===== src/rtl/dac_fe_pkg.sv =====
package dac_fe_pkg;
  localparam int MAX_CH      = 2;
  localparam int CH_STRIDE   = 8;
  localparam int STRB_BASE   = 8'h0B;
  localparam int LSB_BASE    = 8'h0D;
  localparam int MSB_BASE    = 8'h0E;
  localparam int COMMON_STRB = 8'h1B;
  localparam int ID_ADDR     = 8'h00;
  localparam logic [7:0] ID_ONE_CH = 8'hE2;
  localparam logic [7:0] ID_TWO_CH = 8'hE3;

  function automatic logic [7:0] strb_addr(input int ch);
    return 8'(STRB_BASE + CH_STRIDE * ch);
  endfunction

  function automatic logic [7:0] lsb_addr(input int ch);
    return 8'(LSB_BASE + CH_STRIDE * ch);
  endfunction

  function automatic logic [7:0] msb_addr(input int ch);
    return 8'(MSB_BASE + CH_STRIDE * ch);
  endfunction
endpackage


===== src/rtl/dac_addr_decode.sv =====
module dac_addr_decode #(
  parameter int NUM_CH = 2,
  parameter int ADDR_W = 8
) (
  input  logic              wr_en,
  input  logic [ADDR_W-1:0] addr,
  output logic [dac_fe_pkg::MAX_CH-1:0] lsb_we,
  output logic [dac_fe_pkg::MAX_CH-1:0] msb_we,
  output logic [dac_fe_pkg::MAX_CH-1:0] strobe
);
  import dac_fe_pkg::*;

  logic common_hit;
  assign common_hit = (addr == ADDR_W'(COMMON_STRB));

  for (genvar x = 0; x < MAX_CH; x++) begin : g_ch
    if (x < NUM_CH) begin : g_fitted
      assign lsb_we[x] = wr_en && (addr == ADDR_W'(lsb_addr(x)));
      assign msb_we[x] = wr_en && (addr == ADDR_W'(msb_addr(x)));
      assign strobe[x] = wr_en && ((addr == ADDR_W'(strb_addr(x))) || common_hit);
    end else begin : g_absent
      assign lsb_we[x] = 1'b0;
      assign msb_we[x] = 1'b0;
      assign strobe[x] = 1'b0;
    end
  end
endmodule


===== src/rtl/dac_channel.sv =====
module dac_channel #(
  parameter int BYTE_W = 8
) (
  input  logic                  clk,
  input  logic                  rst_n,
  input  logic                  lsb_we,
  input  logic                  msb_we,
  input  logic                  strobe,
  input  logic [BYTE_W-1:0]     wr_data,
  output logic [2*BYTE_W-1:0]   code,
  output logic                  update
);
  localparam int DATA_W = 2 * BYTE_W;

  logic [DATA_W-1:0] hold_q, hold_d;
  logic [DATA_W-1:0] code_q, code_d;
  logic              upd_q, upd_d;
  logic              hold_en, code_en;

  always_comb begin
    hold_en = lsb_we || msb_we;
    hold_d  = hold_q;
    if (lsb_we) hold_d[BYTE_W-1:0]      = wr_data;
    if (msb_we) hold_d[DATA_W-1:BYTE_W] = wr_data;
    code_en = strobe;
    code_d  = hold_q;
    upd_d   = strobe;
  end

  always_ff @(posedge clk or negedge rst_n) begin
    if (!rst_n) begin
      hold_q <= '0;
      code_q <= '0;
      upd_q  <= 1'b0;
    end else begin
      if (hold_en) hold_q <= hold_d;
      if (code_en) code_q <= code_d;
      upd_q <= upd_d;
    end
  end

  assign code   = code_q;
  assign update = upd_q;

  // loading a holding byte alone never moves the active code
  a_r3_hold_isolated: assert property (@(posedge clk) disable iff (!rst_n)
    ((lsb_we || msb_we) && !strobe) |=> $stable(code_q));

  // a strobe loads the word that was held before the edge
  a_r4_strobe_loads: assert property (@(posedge clk) disable iff (!rst_n)
    strobe |=> (code_q == $past(hold_q)));

  // the update pulse follows a strobe by exactly one cycle
  a_r6_pulse_source: assert property (@(posedge clk) disable iff (!rst_n)
    $rose(upd_q) |-> $past(strobe));

  a_r6_pulse_drops: assert property (@(posedge clk) disable iff (!rst_n)
    !strobe |=> !upd_q);

  // a strobe leaves the holding word untouched
  a_r9_hold_kept: assert property (@(posedge clk) disable iff (!rst_n)
    (strobe && !lsb_we && !msb_we) |=> $stable(hold_q));
endmodule


===== src/rtl/dual_dac_frontend.sv =====
module dual_dac_frontend #(
  parameter int NUM_CH = 2,
  parameter int ADDR_W = 8
) (
  input  logic              clk,
  input  logic              rst_n,
  input  logic [ADDR_W-1:0] bus_addr,
  input  logic              bus_wr,
  input  logic [7:0]        bus_wdata,
  input  logic              bus_rd,
  output logic [7:0]        bus_rdata,
  output logic [15:0]       dac_code0,
  output logic [15:0]       dac_code1,
  output logic              dac_upd0,
  output logic              dac_upd1
);
  import dac_fe_pkg::*;

  localparam int BYTE_W = 8;
  localparam int DATA_W = 2 * BYTE_W;
  localparam logic [7:0] ID_VALUE = (NUM_CH >= 2) ? ID_TWO_CH : ID_ONE_CH;

  // reset: asserted at once, released through two flops
  logic rst_s1_q, rst_s2_q;
  always_ff @(posedge clk or negedge rst_n) begin
    if (!rst_n) begin
      rst_s1_q <= 1'b0;
      rst_s2_q <= 1'b0;
    end else begin
      rst_s1_q <= 1'b1;
      rst_s2_q <= rst_s1_q;
    end
  end

  logic [MAX_CH-1:0] lsb_we, msb_we, strobe;

  dac_addr_decode #(.NUM_CH(NUM_CH), .ADDR_W(ADDR_W)) u_decode (
    .wr_en  (bus_wr),
    .addr   (bus_addr),
    .lsb_we (lsb_we),
    .msb_we (msb_we),
    .strobe (strobe)
  );

  logic [DATA_W-1:0] code_w [MAX_CH];
  logic [MAX_CH-1:0] upd_w;

  for (genvar x = 0; x < MAX_CH; x++) begin : g_chan
    if (x < NUM_CH) begin : g_fitted
      dac_channel #(.BYTE_W(BYTE_W)) u_chan (
        .clk     (clk),
        .rst_n   (rst_s2_q),
        .lsb_we  (lsb_we[x]),
        .msb_we  (msb_we[x]),
        .strobe  (strobe[x]),
        .wr_data (bus_wdata),
        .code    (code_w[x]),
        .update  (upd_w[x])
      );
    end else begin : g_absent
      assign code_w[x] = '0;
      assign upd_w[x]  = 1'b0;
    end
  end

  // read port: one-cycle latency, holds between reads
  logic [7:0] rdata_q, rdata_d;
  logic       rd_en;

  always_comb begin
    rd_en   = bus_rd;
    rdata_d = (bus_addr == ADDR_W'(ID_ADDR)) ? ID_VALUE : 8'h00;
  end

  always_ff @(posedge clk or negedge rst_s2_q) begin
    if (!rst_s2_q) rdata_q <= 8'h00;
    else if (rd_en) rdata_q <= rdata_d;
  end

  assign bus_rdata = rdata_q;
  assign dac_code0 = code_w[0];
  assign dac_code1 = code_w[1];
  assign dac_upd0  = upd_w[0];
  assign dac_upd1  = upd_w[1];

  // outputs are idle while the internal reset is held
  a_r1_reset_idle: assert property (@(posedge clk)
    !rst_s2_q |-> (dac_code0 == '0 && dac_code1 == '0 && !dac_upd0 && !dac_upd1));

  // the shared strobe raises both fitted pulses together
  a_r5_common_both: assert property (@(posedge clk) disable iff (!rst_s2_q)
    (bus_wr && bus_addr == ADDR_W'(COMMON_STRB)) |=> (dac_upd0 && (dac_upd1 || NUM_CH < 2)));

  // identification read returns the build's code next cycle
  a_r7_id_read: assert property (@(posedge clk) disable iff (!rst_s2_q)
    (bus_rd && bus_addr == ADDR_W'(ID_ADDR)) |=> (bus_rdata == ID_VALUE));

  // channel 1 stays idle when only one channel is fitted
  a_r8_absent_idle: assert property (@(posedge clk) disable iff (!rst_s2_q)
    (NUM_CH < 2) |-> (dac_code1 == '0 && !dac_upd1));

  // an unmapped write raises no pulse
  a_r10_unmapped: assert property (@(posedge clk) disable iff (!rst_s2_q)
    (bus_wr && bus_addr == ADDR_W'(ID_ADDR)) |=> (!dac_upd0 && !dac_upd1));
endmodule


===== config.mk =====
export PLATFORM = sky130hd
export DESIGN_NAME = dual_dac_frontend
export DESIGN_NICKNAME = d
export VERILOG_FILES = /design/src/rtl/dac_fe_pkg.sv /design/src/rtl/dac_addr_decode.sv /design/src/rtl/dac_channel.sv /design/src/rtl/dual_dac_frontend.sv
export SDC_FILE = /design/constraint.sdc
export NUM_CORES = 1
export LEC_CHECK = 0
export BUFFER_PORTS_ARGS = -buffer_cell sky130_fd_sc_hd__buf_4
export CAP_MARGIN = 15
export CORE_ASPECT_RATIO = 0.8
export CORE_UTILIZATION = 40
export DETAILED_ROUTE_END_ITERATION = 8
export GPL_TIMING_DRIVEN = 0
export PLACE_DENSITY = 0.72
export SETUP_SLACK_MARGIN = 0.2
export SLEW_MARGIN = 20
export SYNTH_ARGS = -nofsm -noshare
export SYNTH_HDL_FRONTEND = slang
export SYNTH_SLANG_ARGS = --single-unit

===== constraint.sdc =====
create_clock -name clk -period 5.2 [get_ports clk]
set_clock_uncertainty 0.15 [all_clocks]
set_input_delay 1.04 -clock clk [delete_from_list [all_inputs] [get_ports clk]]
set_output_delay 1.04 -clock clk [all_outputs]
set_load 0.01 [all_outputs]

# Yosys cells after proc, flatten, opt, wreduce, memory -nomap -nowiden
# Index checks and enable logic that the tools add are counted.
dict set report totals {
  in_bits 20
  word_cells 34
  ff_bits 76
  output_inout_bits 42
}
dict set report classes {
  eq_ne 7
  reduce_logical 15
  mux 1
}
# op count
set op_table {}
lappend op_table {{$eq A8 B5 Y1 const B} 4}
lappend op_table {{$eq A8 B4 Y1 const B} 3}
lappend op_table {{$logic_not A8 Y1} 1}
lappend op_table {{$mux W8} 1}
lappend op_table {{$reduce_and A2 Y1} 4}
lappend op_table {{$logic_and A1 B1 Y1} 6}
lappend op_table {{$logic_or A1 B1 Y1} 4}

# Longest topological paths before layout
# Gate-level depths: netlist of the first run.
dict set report logic_depth {
  ltp_word 4
  depth_mapped 4
  depth_no_buf 3
}

# By module
# From an unflattened synthesis of the first run, not the netlist that was laid out.
dict set report hier_totals {
  hier_cells 167
  hier_area_um2 2790.2
}
# module area_each_um2 n_inst cells_per_inst seq_area_each_um2
set modules_own_cells {}
lappend modules_own_cells {dac_channel 1265.0 2 69 825.8}
lappend modules_own_cells {dual_dac_frontend 172.7 1 17 75.1}
lappend modules_own_cells {dac_addr_decode 87.6 1 12 0.0}

# Worst setup path before layout of the first run
# No wires, ideal clock.
dict set report synth_timing {
  path_type {input to register}
  startpoint {in bus_addr[7]}
  endpoint {reg g_chan[0].g_fitted.u_chan.code_q[10]}
  setup_time_ns 0.125
  cell_stages 4
  path_buffers 1
  required_time_ns 4.925
  path_slack_ns 2.332
  arrival_time_ns 2.593
  path_cell_list {or4_4 -> nor3_2 -> buf_4 -> mux2_2}
}
dict set report synth_between {
  elab_chain_len 3
  word_cells_on_any_way 4
  cone_classes {2 x eq/ne; 2 x reduce/logical}
}
# element line_no
set synth_rtl {}
lappend synth_rtl {{start: declaration} dual_dac_frontend.sv:7} ;# input logic [ADDR_W-1:0] bus_addr,
lappend synth_rtl {{$eq A8 B4 Y1 or $eq A8 B5 Y1 (tied branches)} {dac_addr_decode.sv:20, dac_addr_decode.sv:14}}
lappend synth_rtl {{$logic_or A1 B1 Y1 *} dac_addr_decode.sv:20} ;# assign strobe[x] = wr_en && ((addr == ADDR_W'(strb_addr(x))) || common_hit);
lappend synth_rtl {{$logic_and A1 B1 Y1 *} dac_addr_decode.sv:20}
lappend synth_rtl {{via g_chan[0].g_fitted.u_chan.strobe} dac_channel.sv:8} ;# input logic strobe,
lappend synth_rtl {{end signal: assignment} dac_channel.sv:37} ;# if (code_en) code_q <= code_d;
lappend synth_rtl {{end: declaration} dac_channel.sv:16} ;# logic [DATA_W-1:0] code_q, code_d;
# Mark *: on every way through the listed nets, which the timed path passes. The rest lies on a longest branch.
# A chain may end at the register's enable or synchronous reset.

# Worst setup path in the final report of the first run
dict set report layout_timing {
  startpoint {in bus_addr[7]}
  endpoint {reg g_chan[0].g_fitted.u_chan.code_q[12]}
}
# Same word-level chain as after synthesis.

==> results of run 1 <==
## cell families after synthesis
family | count (synthesis) | synth area share [%]
flops | 69 | 63.2
mux | 65 | 27.9
simple gates | 16 | 5.31
buf+inv | 11 | 3.30
other cells | 2 | 0.275
## path summary, 6_finish.rpt
| check | start | to | slack (ns) | cells after the start |
|---|---|---|---|---|
| setup / recovery | bus_addr[7] | g_chan[0].g_fitted.u_chan.code[12]$_DFFE_PN0P_ | 2.30 | 5 |
| hold / removal | rst_s2_q$_DFF_PN0_ | g_chan[0].g_fitted.u_chan.code[0]$_DFFE_PN0P_ | 0.01 | 0 |
| setup reg to reg | bus_rdata[6]$_DFFE_PN0P_ | bus_rdata[6]$_DFFE_PN0P_ | 4.24 | 1 |
| hold reg to reg | rst_s2_q$_DFF_PN0_ | g_chan[0].g_fitted.u_chan.code[0]$_DFFE_PN0P_ | 0.01 | 0 |
| max in group asynchronous | rst_s2_q$_DFF_PN0_ | g_chan[1].g_fitted.u_chan.code_d[13]$_DFFE_PN0P_ | 4.37 | 1 |
| min in group clk | rst_s1_q$_DFF_PN0_ | rst_s2_q$_DFF_PN0_ | 0.21 | 0 |
## cell type report
class	count	area [sq um]	area share, %
multi-input cells	85	922	26.2
clock inverters	6	86.3	2.45
repair buffers	59	463	13.1
well taps	84	105	2.98
plain buffers	11	90.1	2.56
clock buffers	10	128	3.62
flip-flops and latches	69	1730	49.1
## Yosys cell counts
cell type,instances,area (sq um)
sky130_fd_sc_hd__conb_1,2,7.51
sky130_fd_sc_hd__or4_4,2,22.5
sky130_fd_sc_hd__buf_4,9,67.6
sky130_fd_sc_hd__buf_6,2,22.5
sky130_fd_sc_hd__nor4_4,2,42.5
sky130_fd_sc_hd__nand2_1,4,15.0
sky130_fd_sc_hd__or4_1,2,15.0
sky130_fd_sc_hd__dfrtp_1,69,1730
sky130_fd_sc_hd__nor3_2,2,20.0
sky130_fd_sc_hd__mux2_2,56,631
sky130_fd_sc_hd__nor2_1,1,3.75
sky130_fd_sc_hd__nand2b_1,2,12.5
sky130_fd_sc_hd__mux2_1,1,11.3
sky130_fd_sc_hd__mux2_4,8,120
sky130_fd_sc_hd__or4b_4,1,13.8
## metrics by stage
step                cell area [sq um]  total power [mW]  hold WS [ns]  setup slack [ns]
finish                           3520              1.09        0.0134              2.30
detailed placement               3310             0.628        0.0129              1.90
CTS                              3520              1.10        0.0207              2.27
global placement                 3280             0.623         0.190              1.93
floorplan                        2740             0.597         0.181              2.33
global route                     3520              1.13        0.0290              2.22
## registers in the layout, indices dropped and copies added, names as in the netlist
register and cells:
rst_s1_q 1, rst_s2_q 1, bus_rdata 1, g_chan.g_fitted.u_chan.update 2, g_chan.g_fitted.u_chan.code_d 32, g_chan.g_fitted.u_chan.code 32
## power breakdown
group / internal (mW) / switching, mW / leakage, nW
clock: 0.270 / 0.202 / 0.107
combinational: 0.0299 / 0.0258 / 0.806
sequential: 0.551 / 0.00845 / 0.952
total: 0.851 / 0.236 / 1.86
## routing by layer
metal | vias up | global-route usage [%]
met4 | 0 | 5.08
met3 | 8 | 7.83
li1 | 715 | -
met1 | 783 | 21.8
met5 | - | 0
met2 | 54 | 21.8
==> out/summary.log, run 1 <==
INFO  worst_setup_path path_max_fanout=10
INFO  die            floorplan.io_pins=62
INFO  cts            cts_tree=built
INFO  layout         final_layout_fill_cell_count=571
INFO  cts            cts_setup_buffers=0
INFO  power          ir_worst_vdd=0.000209V
INFO  worst_setup_path path_delay_family=simple AND/OR/NAND/NOR gates
INFO  sta            finalMaxSlewViolations=0
INFO  run_status     outcome=completed
INFO  layout         mostFrequentLayoutCell=sky130_fd_sc_hd__dfrtp_1
INFO  sta            tightest_slew=0.687ns
INFO  die            core_area=6510squm
INFO  sta            finalCriticalPeriod=2.90ns
INFO  global_routing antenna_found_initial=0
INFO  worst_setup_path critical_path.endpoint_type=register
INFO  logic_synthesis netlist_instances=163
INFO  layout         drive_gt1_share=65.4%
INFO  drt            met1_length=2200um
INFO  drt            via_to_cell_ratio=4.81
INFO  cts            clkSinkCount=69
INFO  layout         diodes=0
INFO  worst_setup_path worstPathBufferInverterCount=2
INFO  cts            cts_resized=0
INFO  drt            drt-total-wl=4780um
INFO  cts            register_clock_pin_slew_on_the_reported_worst_setup_and_hold_paths=0.07ns
INFO  logic_synthesis syn_avg_cell_area=16.8squm
INFO  sta            period_share=55.7%
INFO  placement      port_buffers=58
INFO  sta            setup_repair_after_global_routing_missed_its_margin=no
INFO  worst_setup_path critPathLaunchType=input port
INFO  worst_setup_path cp_data_required_time=5.28ns
INFO  logic_synthesis mapped_area=2730squm
INFO  job            max-cap-violations=0
INFO  worst_setup_path timing.critical_path.mode_cell=sky130_fd_sc_hd__buf_4
INFO  layout         leading_cell_types_in_the_layout_fill_and_taps_excluded=68 x sky130_fd_sc_hd__dfrtp_1, 67 x sky130_fd_sc_hd__buf_4, 56 x sky130_fd_sc_hd__mux2_2
INFO  drt            drt_drc_violations_left=0
INFO  power          cellPowerDensity=308nW/um^2
INFO  drt            wl_met2=2160um
INFO  sta            finalSetupTns=0ns
INFO  die            num_rows=26
INFO  sta            final_setup_violation_count=0
INFO  layout         area_growth=29.0%
INFO  sta            timing.final.hold_violations=0
INFO  drt            detail_route.wl_per_cell=14.8um
INFO  logic_synthesis yosys_register_bits=69
INFO  cts            cts_root_buffer=sky130_fd_sc_hd__clkbuf_8
INFO  drt            detail_route.first_pass.iterations=4
INFO  die            starting_density=42.0%
INFO  logic_synthesis netlist-cell-type-count=15
INFO  hold_path      timing.hold.worst.class=reg2async
INFO  cts            clk-insertion-delay-late=0.35ns
INFO  worst_setup_path critPathArrivalTime=2.98ns
INFO  drt            drt_iter0_drc=45
INFO  global_routing grt_start_max_net_pins=59
INFO  worst_setup_path worst_path_max_delay_cell=sky130_fd_sc_hd__nor3_2
INFO  worst_setup_path critical_path.cell_chain=buf_4, or4_4, nor3_2, buf_4, mux2_2
INFO  global_routing grt_first_pass_wirelength=8400um
INFO  drt            ant_nets=0
INFO  placement      detailedPlacementHpwl=3420um
INFO  cts            cts_hold_buf=0
INFO  drt            wl_met3=364um
INFO  die            die_h=75.9um
INFO  placement      gp_congestion=0.698
INFO  global_routing grt_remaining_overflow=0
INFO  layout         instances_no_fill=324
INFO  drt            highest_layer=met4
INFO  power          total_leakage_power=1.86nW
INFO  die            dieWidth=94.4um
INFO  cts            maximum_root_to_sink_buffer_count=2
INFO  die            design.die.area=7160squm
INFO  sta            timing.slew.headroom=53.9%
INFO  global_routing gr-usage-all-layers=15.9%
INFO  sta            achievable-frequency=345MHz
INFO  global_routing first_global_vias=1630
INFO  layout         num-nets-final=255
INFO  layout         fin_util=54.2%
INFO  cts            numCtsBuffers=9
INFO  logic_synthesis number_of_warnings_printed_during_yosys_synthesis=0
INFO  worst_setup_path setup.worst_path.class=in2reg
INFO  placement      post-place-cells=308
INFO  logic_synthesis ys_seq_area_share=63.2%
INFO  drt            dr_total_vias=1560
INFO  worst_setup_path max_stage_delay_on_crit_path=0.61ns
INFO  cts            cts_max_level=3
No activity file was read; power rests on OpenSTA's default activity.
==> run 2, diff against run 1 <==
- PLACE_DENSITY: 0.72 -> 0.74
- clock period: 5.2 -> 2.4 ns (I/O delays scaled with it)
==> run 2 against run 1 <==
Setup slack got worse by 2.0 ns. Critical endpoint is now g_chan[1].g_fitted.u_chan.code[7]$_DFFE_PN0P_. Final cell count rose by 0.31%. Clock power rose by 89%. Largest power group unchanged. Largest cell class unchanged. Hold slack got worse by 0.0057 ns.
==> out/summary.log, run 2 (synthesis gave the netlist of run 1 again) <==
INFO  run_status     outcome=completed
INFO  cts            cts_setup_buffers=0 [unchanged]
INFO  worst_setup_path critical_path.endpoint_type=register
INFO  drt            detail_route.first_pass.iterations=4 [unchanged]
INFO  global_routing grt_start_max_net_pins=59 [unchanged]
INFO  global_routing gr-usage-all-layers=15.7% [-0.20 points]
INFO  cts            clkSinkCount=69 [unchanged]
INFO  die            dieWidth=94.4um [unchanged]
INFO  sta            timing.final.hold_violations=0 [unchanged]
INFO  sta            finalSetupTns=0ns [unchanged]
INFO  hold_path      timing.hold.worst.class=reg2async
INFO  cts            cts_resized=0 [unchanged]
INFO  job            max-cap-violations=0 [unchanged]
INFO  drt            drt-total-wl=4960um [+3.7%]
INFO  placement      gp_congestion=0.730 [+4.6%]
INFO  worst_setup_path critPathLaunchType=input port
INFO  drt            via_to_cell_ratio=4.78 [-0.69%]
INFO  sta            finalCriticalPeriod=2.12ns
INFO  die            design.die.area=7160squm [unchanged]
INFO  worst_setup_path r2r_start=bus_rdata[6]$_DFFE_PN0P_
INFO  placement      detailedPlacementHpwl=3470um [+1.5%]
INFO  layout         leading_cell_types_in_the_layout_fill_and_taps_excluded=68 x sky130_fd_sc_hd__dfrtp_1, 67 x sky130_fd_sc_hd__buf_4, 56 x sky130_fd_sc_hd__mux2_2
INFO  layout         area_growth=28.8%
INFO  sta            tightest_slew=0.623ns [-0.0641 ns]
INFO  sta            achievable-frequency=472MHz
INFO  cts            register_clock_pin_slew_on_the_reported_worst_setup_and_hold_paths=0.07ns [about the same]
INFO  sta            finalMaxSlewViolations=0 [unchanged]
INFO  worst_setup_path path_max_fanout=10 [unchanged]
INFO  worst_setup_path cp_data_required_time=2.48ns [-2.80 ns]
INFO  die            floorplan.io_pins=62 [unchanged]
INFO  power          ir_worst_vdd=0.000331V [+58%]
INFO  layout         drive_gt1_share=64.7% [-0.69 points]
INFO  worst_setup_path setup.worst_path.class=in2reg
INFO  cts            numCtsBuffers=9 [unchanged]
INFO  drt            ant_nets=0 [unchanged]
INFO  sta            timing.slew.headroom=58.1% [+4.2 points]
INFO  power          cellPowerDensity=635nW/um^2 [+110%]
INFO  drt            drt_drc_violations_left=0 [unchanged]
INFO  drt            detail_route.wl_per_cell=15.2um [+3.3%]
INFO  sta            period_share=88.2%
INFO  sta            final_setup_violation_count=0 [unchanged]
INFO  layout         num-nets-final=256 [+0.39%]
INFO  power          total_leakage_power=1.87nW [+0.45%]
INFO  die            core_area=6510squm [unchanged]
INFO  global_routing antenna_found_initial=0 [unchanged]
INFO  power          fin_total_pwr=2.23mW [+110%]
INFO  global_routing grt_remaining_overflow=0 [unchanged]
INFO  drt            dr_total_vias=1554 [-0.38%]
INFO  worst_setup_path setup_crit_start=bus_addr[7]
INFO  layout         diodes=0 [unchanged]
INFO  layout         fin_util=54.1% [-0.12 points]
INFO  cts            cts_max_level=3 [unchanged]
INFO  drt            drt_iter0_drc=52 [+16%]
INFO  cts            maximum_root_to_sink_buffer_count=2 [unchanged]
INFO  die            die_h=75.9um [unchanged]
INFO  cts            clk-insertion-delay-late=0.35ns [about the same]
INFO  placement      port_buffers=58 [unchanged]
INFO  cts            cts_root_buffer=sky130_fd_sc_hd__clkbuf_8
INFO  die            num_rows=26 [unchanged]
INFO  die            starting_density=42.0% [unchanged]
INFO  global_routing grt_first_pass_wirelength=8080um [-3.9%]
INFO  global_routing first_global_vias=1612 [-1.1%]
INFO  worst_setup_path critPathArrivalTime=2.20ns [-0.78 ns]
INFO  cts            cts_tree=built
INFO  layout         mostFrequentLayoutCell=sky130_fd_sc_hd__dfrtp_1
INFO  cts            cts_hold_buf=1 [+1]
INFO  sta            setup_repair_after_global_routing_missed_its_margin=no
==> run 2: changes by cell type in the layout (fill, tap and decap cells not counted), sizes merged <==
cell / before / now
inv: 1 / 0
bufinv: 2 / 1
dlygate4sd3: 0 / 1
clkbuf: 10 / 11
clkinv: 2 / 3
==> run 2: stage by stage <==
stage	setup slack, ns	hold slack (ns)	cell area [sq um]	instances
after global placement	-0.109	0.112	3290	307
final	0.282	0.00769	3520	325
after floorplan	0.109	0.0344	2750	165
after global routing	0.229	0.0271	3520	325
after detailed placement	-0.102	0.00808	3320	308
after CTS	0.270	0.0133	3520	325
==> run 2: layout make-up <==
cell class / instances / area [sq um]
Fill cell: 563 / 2990
Sequential cell: 69 / 1730
Multi-Input combinational cell: 85 / 935
Timing Repair Buffer: 60 / 473
Clock buffer: 11 / 131
Tap cell: 84 / 105
Buffer: 11 / 90.1
Clock inverter: 5 / 52.6
==> run 2: routing by layer <==
layer	routed length, um	up-vias	global-route usage [%]
met5	0	-	0
met4	69	0	7.85
met3	339	7	7.03
met2	2350	44	22.1
met1	2190	783	20.3
li1	-	720	-
==> run 2: power by group <==
| part | internal (mW) | leakage, nW | total, mW | switching [mW] |
|---|---|---|---|---|
| Combinational | 0.0659 | 0.828 | 0.125 | 0.0588 |
| Clock | 0.475 | 0.0931 | 0.893 | 0.419 |
| Sequential | 1.19 | 0.952 | 1.21 | 0.0187 |
| Total | 1.74 | 1.87 | 2.23 | 0.496 |
==> run 2: critical path, cell delays in order <==
cell	delay (ns)
sky130_fd_sc_hd__buf_4	0.11
sky130_fd_sc_hd__or4_4	0.57
sky130_fd_sc_hd__nor3_4	0.40
sky130_fd_sc_hd__buf_4	0.28
sky130_fd_sc_hd__mux2_2	0.35
==> run 2: worst paths after layout <==
check | endpoint | slack, ns | depth (start not counted)
max | g_chan[1].g_fitted.u_chan.code[7]$_DFFE_PN0P_ | 0.28 | 5
min | g_chan[1].g_fitted.u_chan.code_d[13]$_DFFE_PN0P_ | 0.008 | 0
max reg2reg | bus_rdata[6]$_DFFE_PN0P_ | 1.43 | 1
min reg2reg | g_chan[1].g_fitted.u_chan.code_d[13]$_DFFE_PN0P_ | 0.008 | 0
max in group asynchronous | g_chan[0].g_fitted.u_chan.code[5]$_DFFE_PN0P_ | 1.58 | 1
min in group clk | rst_s2_q$_DFF_PN0_ | 0.22 | 0
==> run 3, diff against run 2 <==
- CAP_MARGIN: 15 -> 30
- CORE_UTILIZATION: 40 -> 43
- CTS_BUF_LIST: not set -> sky130_fd_sc_hd__clkbuf_16
- PLACE_DENSITY: 0.74 -> 0.78
==> run 3 against run 2 <==
Critical path depth decreased by 1. Clock-buffer cell count shrank 2. Hold slack gained 0.020 ns. Via count increased by 3.5%. Setup slack got worse by 0.018 ns. First-iteration DRC count rose by 19%. Register-to-register slack about the same. Die area down 6.8%. Critical endpoint is now g_chan[1].g_fitted.u_chan.code_d[6]$_DFFE_PN0P_. Highest routed layer unchanged.
==> out/summary.log, run 3 (synthesis gave the netlist of run 1 again) <==
INFO  worst_setup_path critPathLaunchType=input port
INFO  run_status     outcome=completed
INFO  worst_setup_path critical_path.endpoint=g_chan[1].g_fitted.u_chan.code_d[6]$_DFFE_PN0P_
INFO  drt            via_to_cell_ratio=4.86 [+1.7%]
INFO  power          ir_worst_vdd=0.000345V [+4.2%]
INFO  layout         fin_util=60.8% [+6.7 points]
INFO  die            dieWidth=91.1um [-3.5%]
INFO  placement      port_buffers=58 [unchanged]
INFO  die            die_h=73.3um [-3.5%]
INFO  sta            timing.slew.headroom=55.7% [-2.5 points]
INFO  sta            finalSetupTns=0ns [unchanged]
INFO  worst_setup_path reg2regPathDepth=1 [unchanged]
INFO  sta            setup_repair_after_global_routing_missed_its_margin=no
INFO  layout         leading_cell_types_in_the_layout_fill_and_taps_excluded=76 x sky130_fd_sc_hd__buf_4, 68 x sky130_fd_sc_hd__dfrtp_1, 56 x sky130_fd_sc_hd__mux2_2
INFO  job            max-cap-violations=0 [unchanged]
INFO  worst_setup_path rr_endpoint=bus_rdata[6]$_DFFE_PN0P_
INFO  drt            dr_total_vias=1609 [+3.5%]
INFO  sta            finalCriticalPeriod=2.14ns [+0.0184 ns]
INFO  global_routing grt_remaining_overflow=0 [unchanged]
INFO  global_routing gr-usage-all-layers=17.0% [+1.4 points]
INFO  sta            period_share=89.0% [+0.77 points]
INFO  sta            finalMaxSlewViolations=0 [unchanged]
INFO  drt            ant_nets=0 [unchanged]
INFO  power          total_leakage_power=1.97nW [+4.9%]
INFO  global_routing grt_first_pass_wirelength=8350um [+3.3%]
INFO  sta            tightest_slew=0.660ns [+0.0368 ns]
INFO  global_routing grt_start_max_net_pins=55 [-6.8%]
INFO  cts            cts_tree=built
INFO  global_routing first_global_vias=1649 [+2.3%]
INFO  placement      detailedPlacementHpwl=3420um [-1.4%]
INFO  worst_setup_path r2r_start=bus_rdata[6]$_DFFE_PN0P_
INFO  cts            cts_resized=0 [unchanged]
INFO  die            num_rows=25 [-3.8%]
INFO  cts            maximum_root_to_sink_buffer_count=2 [unchanged]
INFO  worst_setup_path setup.worst_path.class=in2reg
INFO  drt            drt_drc_violations_left=0 [unchanged]
INFO  die            starting_density=45.5% [+3.5 points]
INFO  hold_path      timing.hold.worst.class=reg2async
INFO  drt            drt_iter0_drc=62 [+19%]
INFO  layout         area_growth=33.6%
INFO  layout         diodes=0 [unchanged]
INFO  cts            clk-insertion-delay-late=0.32ns [-0.03 ns]
INFO  global_routing antenna_found_initial=0 [unchanged]
INFO  cts            clkSinkCount=69 [unchanged]
INFO  sta            achievable-frequency=468MHz [-0.86%]
INFO  worst_setup_path cp_data_required_time=2.45ns [-0.03 ns]
INFO  cts            numCtsBuffers=9 [unchanged]
INFO  die            core_area=6010squm [-7.7%]
INFO  cts            register_clock_pin_slew_on_the_reported_worst_setup_and_hold_paths=0.05ns [-0.02 ns]
INFO  worst_setup_path critPathArrivalTime=2.18ns [-0.02 ns]
INFO  layout         drive_gt1_share=64.4% [-0.33 points]
INFO  power          cellPowerDensity=669nW/um^2 [+5.4%]
INFO  drt            drt-total-wl=4880um [-1.5%]
INFO  worst_setup_path setup_crit_start=bus_addr[7]
INFO  drt            detail_route.wl_per_cell=14.7um [-3.3%]
INFO  die            design.die.area=6680squm [-6.8%]
INFO  layout         num-nets-final=265 [+3.5%]
INFO  power          fin_total_pwr=2.44mW [+9.4%]
INFO  layout         final_layout_fill_cell_count=480 [-15%]
INFO  layout         mostFrequentLayoutCell=sky130_fd_sc_hd__buf_4
INFO  worst_setup_path regToRegSetupSlack=1.44ns [about the same]
INFO  cts            cts_root_buffer=sky130_fd_sc_hd__clkbuf_16
INFO  worst_setup_path path_max_fanout=8 [-2]
INFO  cts            cts_max_level=3 [unchanged]
INFO  sta            timing.final.hold_violations=0 [unchanged]
INFO  sta            final_setup_violation_count=0 [unchanged]
INFO  die            floorplan.io_pins=62 [unchanged]
INFO  worst_setup_path critical_path.endpoint_type=register
INFO  placement      gp_congestion=0.764 [+4.7%]
INFO  drt            detail_route.first_pass.iterations=4 [unchanged]
[run 3: cell count changes in the layout (fill, tap and decap cells not counted), sizes merged]
cell and change:
inv +3, clkinvlp -1, buf +9, bufinv -1
clkbuf -2, clkinv +1
[run 3: worst min path at each step]
stage | depth (start not counted) | startpoint | to | slack (ns)
after global placement | 1 | rst_n | rst_s1_q$_DFF_PN0_ | 0.11
after detailed placement | 0 | rst_s2_q$_DFF_PN0_ | g_chan[1].g_fitted.u_chan.code[1]$_DFFE_PN0P_ | 0.03
final | 0 | rst_s2_q$_DFF_PN0_ | g_chan[1].g_fitted.u_chan.code[1]$_DFFE_PN0P_ | 0.03
after global routing | 0 | rst_s2_q$_DFF_PN0_ | bus_rdata[6]$_DFFE_PN0P_ | 0.05
after CTS | 0 | rst_s2_q$_DFF_PN0_ | g_chan[1].g_fitted.u_chan.code[1]$_DFFE_PN0P_ | 0.04
after floorplan | 0 | rst_n | rst_s1_q$_DFF_PN0_ | 0.03
[run 3: layout make-up]
class	count	area (sq um)	share of cell area [%]
buffer	11	90.1	2.47
tap	81	101	2.78
clock buffer	9	225	6.17
multi-input combinational	85	935	25.6
sequential	69	1730	47.4
timing repair buffer	69	541	14.8
clock inverter	7	27.5	0.754
[run 3: where the power goes]
part / total (mW) / leakage (nW) / internal [mW] / switching [mW]
Sequential: 1.22 / 0.952 / 1.20 / 0.0198
Clock: 1.10 / 0.136 / 0.673 / 0.427
Combinational: 0.124 / 0.878 / 0.0665 / 0.0572
Total: 2.44 / 1.97 / 1.94 / 0.504
[run 3: critical path, stage by stage]
cell and delay (ns):
sky130_fd_sc_hd__buf_4 0.11, sky130_fd_sc_hd__or4b_4 0.58, sky130_fd_sc_hd__nor4_4 0.59, sky130_fd_sc_hd__mux2_2 0.41
[run 3: per-stage QoR]
| stage | setup slack, ns | hold WS [ns] | instance area, sq um | cells |
|---|---|---|---|---|
| 2_1_floorplan | 0.109 | 0.0344 | 2750 | 165 |
| 3_3_place_gp | -0.0834 | 0.113 | 3290 | 304 |
| 3_5_place_dp | -0.115 | 0.0324 | 3320 | 305 |
| 4_1_cts | 0.227 | 0.0360 | 3580 | 322 |
| 5_1_grt | 0.219 | 0.0499 | 3650 | 331 |
| 6_report | 0.264 | 0.0281 | 3650 | 331 |
[run 3: timing repair]
| item | in CTS | in global routing |
|---|---|---|
| setup buffers | 0 | 9 |
| hold buffers | 1 | 0 |
| hold endpoints to repair | 2 | 0 |
| endpoints found under the setup margin | 0 | 17 |
[run 3: per-layer routing]
layer / wire, um / up-vias / track usage (%)
met5: 0 / - / 0
li1: - / 739 / -
met4: 100 / 0 / 7.23
met1: 2130 / 813 / 20.6
met3: 325 / 12 / 8.18
met2: 2320 / 45 / 26.4
